File: src/rtl/msu_pkg.sv
package msu_pkg;
  localparam int DATA_W    = 16;
  localparam int BYTE_W    = 8;
  localparam int NIB_W     = 4;
  localparam int CYC_W     = 5;
  localparam int FLAG_N    = 6;
  localparam int SHIFT_CYC = 8;
  localparam int DIGIT_CYC = 12;

  // flag bit positions
  localparam int F_S = 5;
  localparam int F_Z = 4;
  localparam int F_H = 3;
  localparam int F_V = 2;
  localparam int F_N = 1;
  localparam int F_C = 0;

  typedef enum logic [3:0] {
    OP_RLC = 4'd0,
    OP_RRC = 4'd1,
    OP_RL  = 4'd2,
    OP_RR  = 4'd3,
    OP_SLA = 4'd4,
    OP_SRA = 4'd5,
    OP_SLL = 4'd6,
    OP_SRL = 4'd7,
    OP_RLD = 4'd8,
    OP_RRD = 4'd9
  } msu_op_e;

  localparam logic [3:0] OP_LAST = 4'd9;
endpackage

File: src/rtl/msu_shift.sv
module msu_shift
  import msu_pkg::*;
#(
  parameter int W = 8
) (
  input  msu_op_e        op_i,
  input  logic [W-1:0]   val_i,
  input  logic           cin_i,
  output logic [W-1:0]   res_o,
  output logic           cout_o
);
  always_comb begin
    res_o  = val_i;
    cout_o = cin_i;
    unique case (op_i)
      OP_RLC: begin res_o = {val_i[W-2:0], val_i[W-1]}; cout_o = val_i[W-1]; end
      OP_RRC: begin res_o = {val_i[0], val_i[W-1:1]};   cout_o = val_i[0];   end
      OP_RL:  begin res_o = {val_i[W-2:0], cin_i};      cout_o = val_i[W-1]; end
      OP_RR:  begin res_o = {cin_i, val_i[W-1:1]};      cout_o = val_i[0];   end
      OP_SLA,
      OP_SLL: begin res_o = {val_i[W-2:0], 1'b0};       cout_o = val_i[W-1]; end
      OP_SRA: begin res_o = {val_i[W-1], val_i[W-1:1]}; cout_o = val_i[0];   end
      OP_SRL: begin res_o = {1'b0, val_i[W-1:1]};       cout_o = val_i[0];   end
      default: ;
    endcase
  end
endmodule

File: src/rtl/msu_digit.sv
module msu_digit
  import msu_pkg::*;
(
  input  logic              right_i,
  input  logic [BYTE_W-1:0] mem_i,
  input  logic [BYTE_W-1:0] acc_i,
  output logic [BYTE_W-1:0] acc_o,
  output logic [BYTE_W-1:0] mem_o
);
  localparam int HI = BYTE_W - 1;
  localparam int LO = NIB_W - 1;

  always_comb begin
    if (right_i) begin
      acc_o = {acc_i[HI:NIB_W], mem_i[LO:0]};
      mem_o = {acc_i[LO:0], mem_i[HI:NIB_W]};
    end else begin
      acc_o = {acc_i[HI:NIB_W], mem_i[HI:NIB_W]};
      mem_o = {mem_i[LO:0], acc_i[LO:0]};
    end
  end
endmodule

File: src/rtl/mem_shift_unit.sv
module mem_shift_unit
  import msu_pkg::*;
(
  input  logic              clk_i,
  input  logic              rst_ni,
  input  logic              valid_i,
  input  logic [3:0]        op_i,
  input  logic              word_i,
  input  logic [DATA_W-1:0] mem_i,
  input  logic              carry_i,
  input  logic [BYTE_W-1:0] acc_i,
  output logic              valid_o,
  output logic [DATA_W-1:0] wdata_o,
  output logic [BYTE_W-1:0] acc_o,
  output logic [FLAG_N-1:0] flags_o,
  output logic [FLAG_N-1:0] flag_we_o,
  output logic [CYC_W-1:0]  cycles_o
);
  localparam int PAD_W = DATA_W - BYTE_W;
  localparam logic [FLAG_N-1:0] WE_ALL   = '1;
  localparam logic [FLAG_N-1:0] WE_NO_HN = ~((FLAG_N'(1) << F_H) | (FLAG_N'(1) << F_N));
  localparam logic [FLAG_N-1:0] WE_NO_C  = ~(FLAG_N'(1) << F_C);

  msu_op_e op;
  logic    legal, is_digit, keep_hn;
  assign op       = msu_op_e'(op_i);
  assign legal    = (op_i <= OP_LAST);
  assign is_digit = (op == OP_RLD) || (op == OP_RRD);
  assign keep_hn  = (op == OP_RL) || (op == OP_RR);

  logic [BYTE_W-1:0] res_b;
  logic [DATA_W-1:0] res_w;
  logic              cout_b, cout_w;

  msu_shift #(.W(BYTE_W)) u_shift_b (
    .op_i(op), .val_i(mem_i[BYTE_W-1:0]), .cin_i(carry_i), .res_o(res_b), .cout_o(cout_b)
  );
  msu_shift #(.W(DATA_W)) u_shift_w (
    .op_i(op), .val_i(mem_i), .cin_i(carry_i), .res_o(res_w), .cout_o(cout_w)
  );

  logic [BYTE_W-1:0] dig_acc, dig_mem;
  msu_digit u_digit (
    .right_i(op == OP_RRD), .mem_i(mem_i[BYTE_W-1:0]), .acc_i(acc_i),
    .acc_o(dig_acc), .mem_o(dig_mem)
  );

  logic [DATA_W-1:0] wdata_d;
  logic [BYTE_W-1:0] acc_d;
  logic [FLAG_N-1:0] flags_d, we_d;
  logic [CYC_W-1:0]  cyc_d;

  always_comb begin
    flags_d = '0;
    if (is_digit) begin
      wdata_d      = {{PAD_W{1'b0}}, dig_mem};
      acc_d        = dig_acc;
      flags_d[F_S] = dig_acc[BYTE_W-1];
      flags_d[F_Z] = (dig_acc == '0);
      flags_d[F_V] = ~^dig_acc;
      we_d         = WE_NO_C;
      cyc_d        = CYC_W'(DIGIT_CYC);
    end else begin
      wdata_d      = word_i ? res_w : {{PAD_W{1'b0}}, res_b};
      acc_d        = acc_i;
      flags_d[F_S] = word_i ? res_w[DATA_W-1] : res_b[BYTE_W-1];
      flags_d[F_Z] = (wdata_d == '0);
      flags_d[F_V] = ~^wdata_d;
      flags_d[F_C] = word_i ? cout_w : cout_b;
      we_d         = keep_hn ? WE_NO_HN : WE_ALL;
      cyc_d        = CYC_W'(SHIFT_CYC);
    end
  end

  always_ff @(posedge clk_i or negedge rst_ni) begin
    if (!rst_ni) begin
      valid_o   <= 1'b0;
      wdata_o   <= '0;
      acc_o     <= '0;
      flags_o   <= '0;
      flag_we_o <= '0;
      cycles_o  <= '0;
    end else begin
      valid_o <= valid_i && legal;
      if (valid_i && legal) begin
        wdata_o   <= wdata_d;
        acc_o     <= acc_d;
        flags_o   <= flags_d;
        flag_we_o <= we_d;
        cycles_o  <= cyc_d;
      end
    end
  end
endmodule

File: config.mk
export PLATFORM = sky130hd
export DESIGN_NAME = mem_shift_unit
export DESIGN_NICKNAME = d
export VERILOG_FILES = /design/src/rtl/msu_pkg.sv /design/src/rtl/msu_shift.sv /design/src/rtl/msu_digit.sv /design/src/rtl/mem_shift_unit.sv
export SDC_FILE = /design/constraint.sdc
export NUM_CORES = 1
export LEC_CHECK = 0
export BUFFER_PORTS_ARGS = -buffer_cell sky130_fd_sc_hd__buf_2
export CAP_MARGIN = 10
export CORE_UTILIZATION = 48
export CTS_BUF_LIST = sky130_fd_sc_hd__clkbuf_8
export DETAILED_ROUTE_END_ITERATION = 8
export PLACE_DENSITY = 0.89
export RECOVER_POWER = 50
export SETUP_SLACK_MARGIN = 0.15
export SLEW_MARGIN = 20
export SYNTH_ARGS = -nofsm -noshare
export SYNTH_HDL_FRONTEND = slang
export SYNTH_SLANG_ARGS = --single-unit
export TNS_END_PERCENT = 20
File: constraint.sdc
create_clock -name clk_i -period 0.8 [get_ports clk_i]
set_input_delay 0.08 -clock clk_i [delete_from_list [all_inputs] [get_ports clk_i]]
set_output_delay 0.08 -clock clk_i [all_outputs]
set_load 0.01 [all_outputs]
==> results.tsv <==
stage	metric	value	unit
synth	Mapped Area	2336	um2
setup_path	CP dominant cell by count	xnor2_2	
pwr	Net Sw Power	2143	uW
cells_and_area	layout cell share with drive strength beyond 1	57.00	%
setup_path	Worst Setup Start Kind	input port	
cells_and_area	n_diodes	0	
synth	Post-synth EDFFs	0	
outcome	failing checks	setup timing	
clocking	CTS tree	done	
setup_path	critical path's slowest cell	ha_2	
synth	ranking of synthesized cells by area	dfrtp_1 (35%), mux2i_1 (8.6%), ha_1 (6.4%)	
detailed_routing	total wire length	9449	um
die	starting density of the core	49.79	%
pwr	VDD IR max	0.001109	V
die	core area	4692	um2
timing	period utilization	254.9	%
pwr	power per cell area	1499	nW/um2
detailed_routing	Final ANT Viol Nets	0	
min_path	hold crit path type	in2reg	
outcome	status	finished with violations	
pwr	Int Pwr	3889	uW
synth	Post-Synthesis Cells	245	
global_routing	Tot GR Track Use	34.87	%
setup_path	CP Class	in2reg	
synth	asr flop ratio synth	100.0	%
cells_and_area	register area	825.8	um2
detailed_routing	Pre-antenna DRT Iters	4	
global_routing	total gr overflow	0	
timing	final setup fails	70	
setup_path	critical path peak fanout	6	
clocking	total CTS buffers	5	
cells_and_area	fin util	85.73	%
synth	Yosys Warn Count	0	
setup_path	crit end category	flop	
flow_run	Max-cap violations	0	
placed_design	Routability Congestion	0.9116	
setup_path	required time of the critical path	970	ps
setup_path	crit-path cells	buf_8, buf_6, and3b_2, a2bb2oi_2, o21ai_2, mux2i_1, ha_2, xnor2_2, xnor2_2, xnor2_1, a221o_1	
synth	Synth top area share	35.35	%
clocking	H-tree depth	2	
detailed_routing	via count	2786	
setup_path	Worst Path Buf+Inv	2	
placed_design	PortBufs	69	
global_routing	first-pass GRT wire length	13490	um
timing	max-slew violation count	0	
timing	Clock Skew	0	ps
timing	hold violation total from the final report	0	
synth	Post-synth top cells	dfrtp_1 (33), nand2_1 (30), mux2i_1 (20)	
pwr	share of power burned in registers	34.2	%
synth	#FFs+latches synth	33	
timing	Setup WS post-layout	-1239	ps
synth	Synth Flop Type	dfrtp_1	
timing	Setup TNS	-16490	ps
detailed_routing	DRT iter0 DRCs	226	
timing	Worst Hold Slack	50.74	ps
detailed_routing	wire per inst	20.50	um
synth	Avg Cell Area, Syn	9.535	um2
global_routing	vias in the first global route	2655	
die	die width	71.76	um
cells_and_area	Final #Nets	451	
synth	Seq/Total Area, Yosys	35.35	%
timing	fmax	490.4	MHz
setup_path	Data arrival, critical path	2210	ps
clocking	Clk pin slew, worst setup/hold paths	70	ps
die	Die H	71.76	um
placed_design	HPWL after detailed placement	5378	um
pwr	part of the power in the clock network	20.6	%
setup_path	Crit path max-delay family	compound AO/OA/AOI/OAI gates	
synth	dominant cell type by area after synthesis	dfrtp_1	
pwr	Logic pwr share	45.2	%
cells_and_area	Area growth, synth to finish	72.20	%
synth	library cells used by synthesis	48	
synth	most common cell in the netlist	dfrtp_1	
setup_path	Worst path max stage delay	350	ps
clocking	root buffer cell	clkbuf_8	
clocking	Worst-Skew Late Latency	290	ps
timing	crit path time final	2039	ps
die	Ports	75	
die	row cnt	25	
cells_and_area	final-layout fill cell count	236	
pwr	P_leak	0.001970	uW
pwr	Switching Share	35.52	%
clocking	CTS Sinks	33	
clocking	Bufs on Longest Clock Path	2	
global_routing	largest net degree at the start of global routing	34	
timing	RSZ-0062 raised after global routing	true	
detailed_routing	DR DRC count	0	
global_routing	initial antenna violation count	0	
die	Total Die Area	5150	um2
detailed_routing	vias per std cell	6.043	
cells_and_area	multi-input logic area	1632	um2
worst paths after layout:
| kind | from | endpoint | slack, ps | cells past startpoint |
|---|---|---|---|---|
| worst max-delay path | op_i[0] | flags_o[2]$_DFFE_PN0P_ | -1240 | 11 |
| worst min-delay path | acc_i[4] | acc_o[4]$_DFFE_PN0P_ | 50 | 3 |
| worst max register to register | flags_o[2]$_DFFE_PN0P_ | flags_o[2]$_DFFE_PN0P_ | -270 | 3 |
| worst min register to register | flag_we_o[0]$_DFFE_PN0P_ | flag_we_o[0]$_DFFE_PN0P_ | 480 | 2 |
| max in group asynchronous | rst_ni | wdata_o[9]$_DFFE_PN0P_ | 140 | 3 |
| min in group asynchronous | rst_ni | flag_we_o[4]$_DFFE_PN0P_ | 360 | 3 |
power by group through the flow:
stage	logic, uW	registers, uW	clock network, uW
final	2730	2060	1240
after global routing	2870	2080	1330
after CTS	2380	2040	1260
after detailed placement	2020	2070	0
after global placement	1960	2060	0
after floorplan	981	2160	0
kinds of logic (layout without fill, tap and decap cells):
family	after synthesis	in the layout	synth area share, %
mux	26	26	11.57
xor+xnor	10	10	3.750
flops	33	33	35.35
buf+inv	31	189	7.874
simple gates	64	64	14.09
compound gates	68	68	20.78
other cells	1	5	0.1605
fa+ha+maj	12	12	6.427
stage by stage:
| step | instance area [um2] | total power (uW) | cells | setup WS [ps] |
|---|---|---|---|---|
| floorplan | 2386 | 3142 | 249 | -1207 |
| global placement | 3257 | 4017 | 425 | -1321 |
| detailed placement | 3257 | 4087 | 425 | -1454 |
| CTS | 3854 | 5687 | 452 | -984.1 |
| global route | 4023 | 6278 | 461 | -1241 |
| finish | 4023 | 6032 | 461 | -1239 |
worst min-delay path, stage by stage:
cell     delay [ps]
buf_2            90
inv_1            60
o21ai_1          70
per-layer routing:
layer / vias to the layer above / part of all wire [%] / track usage [%]
met5: - / 0 / 0
met4: 0 / 6.7 / 19.83
met3: 53 / 6.2 / 5.626
met2: 159 / 51 / 61.74
met1: 1362 / 37 / 39.79
li1: 1212 / - / -
area by class of cell:
class	instances	share of cell area, %
Timing Repair Buffer	173	34.37
Clock buffer	5	1.711
Inverter	8	0.8087
Tap cell	54	1.680
Sequential cell	33	20.53
Multi-Input combinational cell	185	40.56
Clock inverter	3	0.3421
cell usage in the layout (no fill, tap or decap), types with 3 or more instances in the layout:
| cell | count |
|---|---|
| buf_2 | 64 |
| a21oi_1 | 8 |
| nor2_4 | 6 |
| conb_1 | 5 |
| xnor2_2 | 4 |
| mux2_2 | 5 |
| ha_1 | 10 |
| inv_1 | 7 |
| buf_4 | 73 |
| xnor2_1 | 5 |
| nand4_1 | 3 |
| o21ai_1 | 14 |
| o22ai_4 | 3 |
| buf_12 | 8 |
| nor2_1 | 7 |
| o22ai_1 | 7 |
| a221o_1 | 7 |
| dfrtp_1 | 33 |
| buf_6 | 19 |
| o2bb2ai_2 | 3 |
| buf_8 | 7 |
| mux2i_1 | 15 |
| nor2b_1 | 4 |
| o211ai_1 | 8 |
| mux2i_4 | 4 |
| clkbuf_8 | 5 |
| nand2_1 | 28 |
timing repair:
action,in CTS,in global routing
gates cloned,0,1
resized for setup,85,20
hold endpoints to repair,33,0
hold buffers,1,0
pin swaps,31,16
endpoints found under the setup margin,70,70
buffers inserted,18,8
sequential cells by signal, summed over array words and instances (netlist names):
signal and count:
flag_we_o 3, cycles_o 1, acc_o 8, flags_o 4
wdata_o 16, valid_o 1
Note: power is estimated with default switching activity, not from simulation.
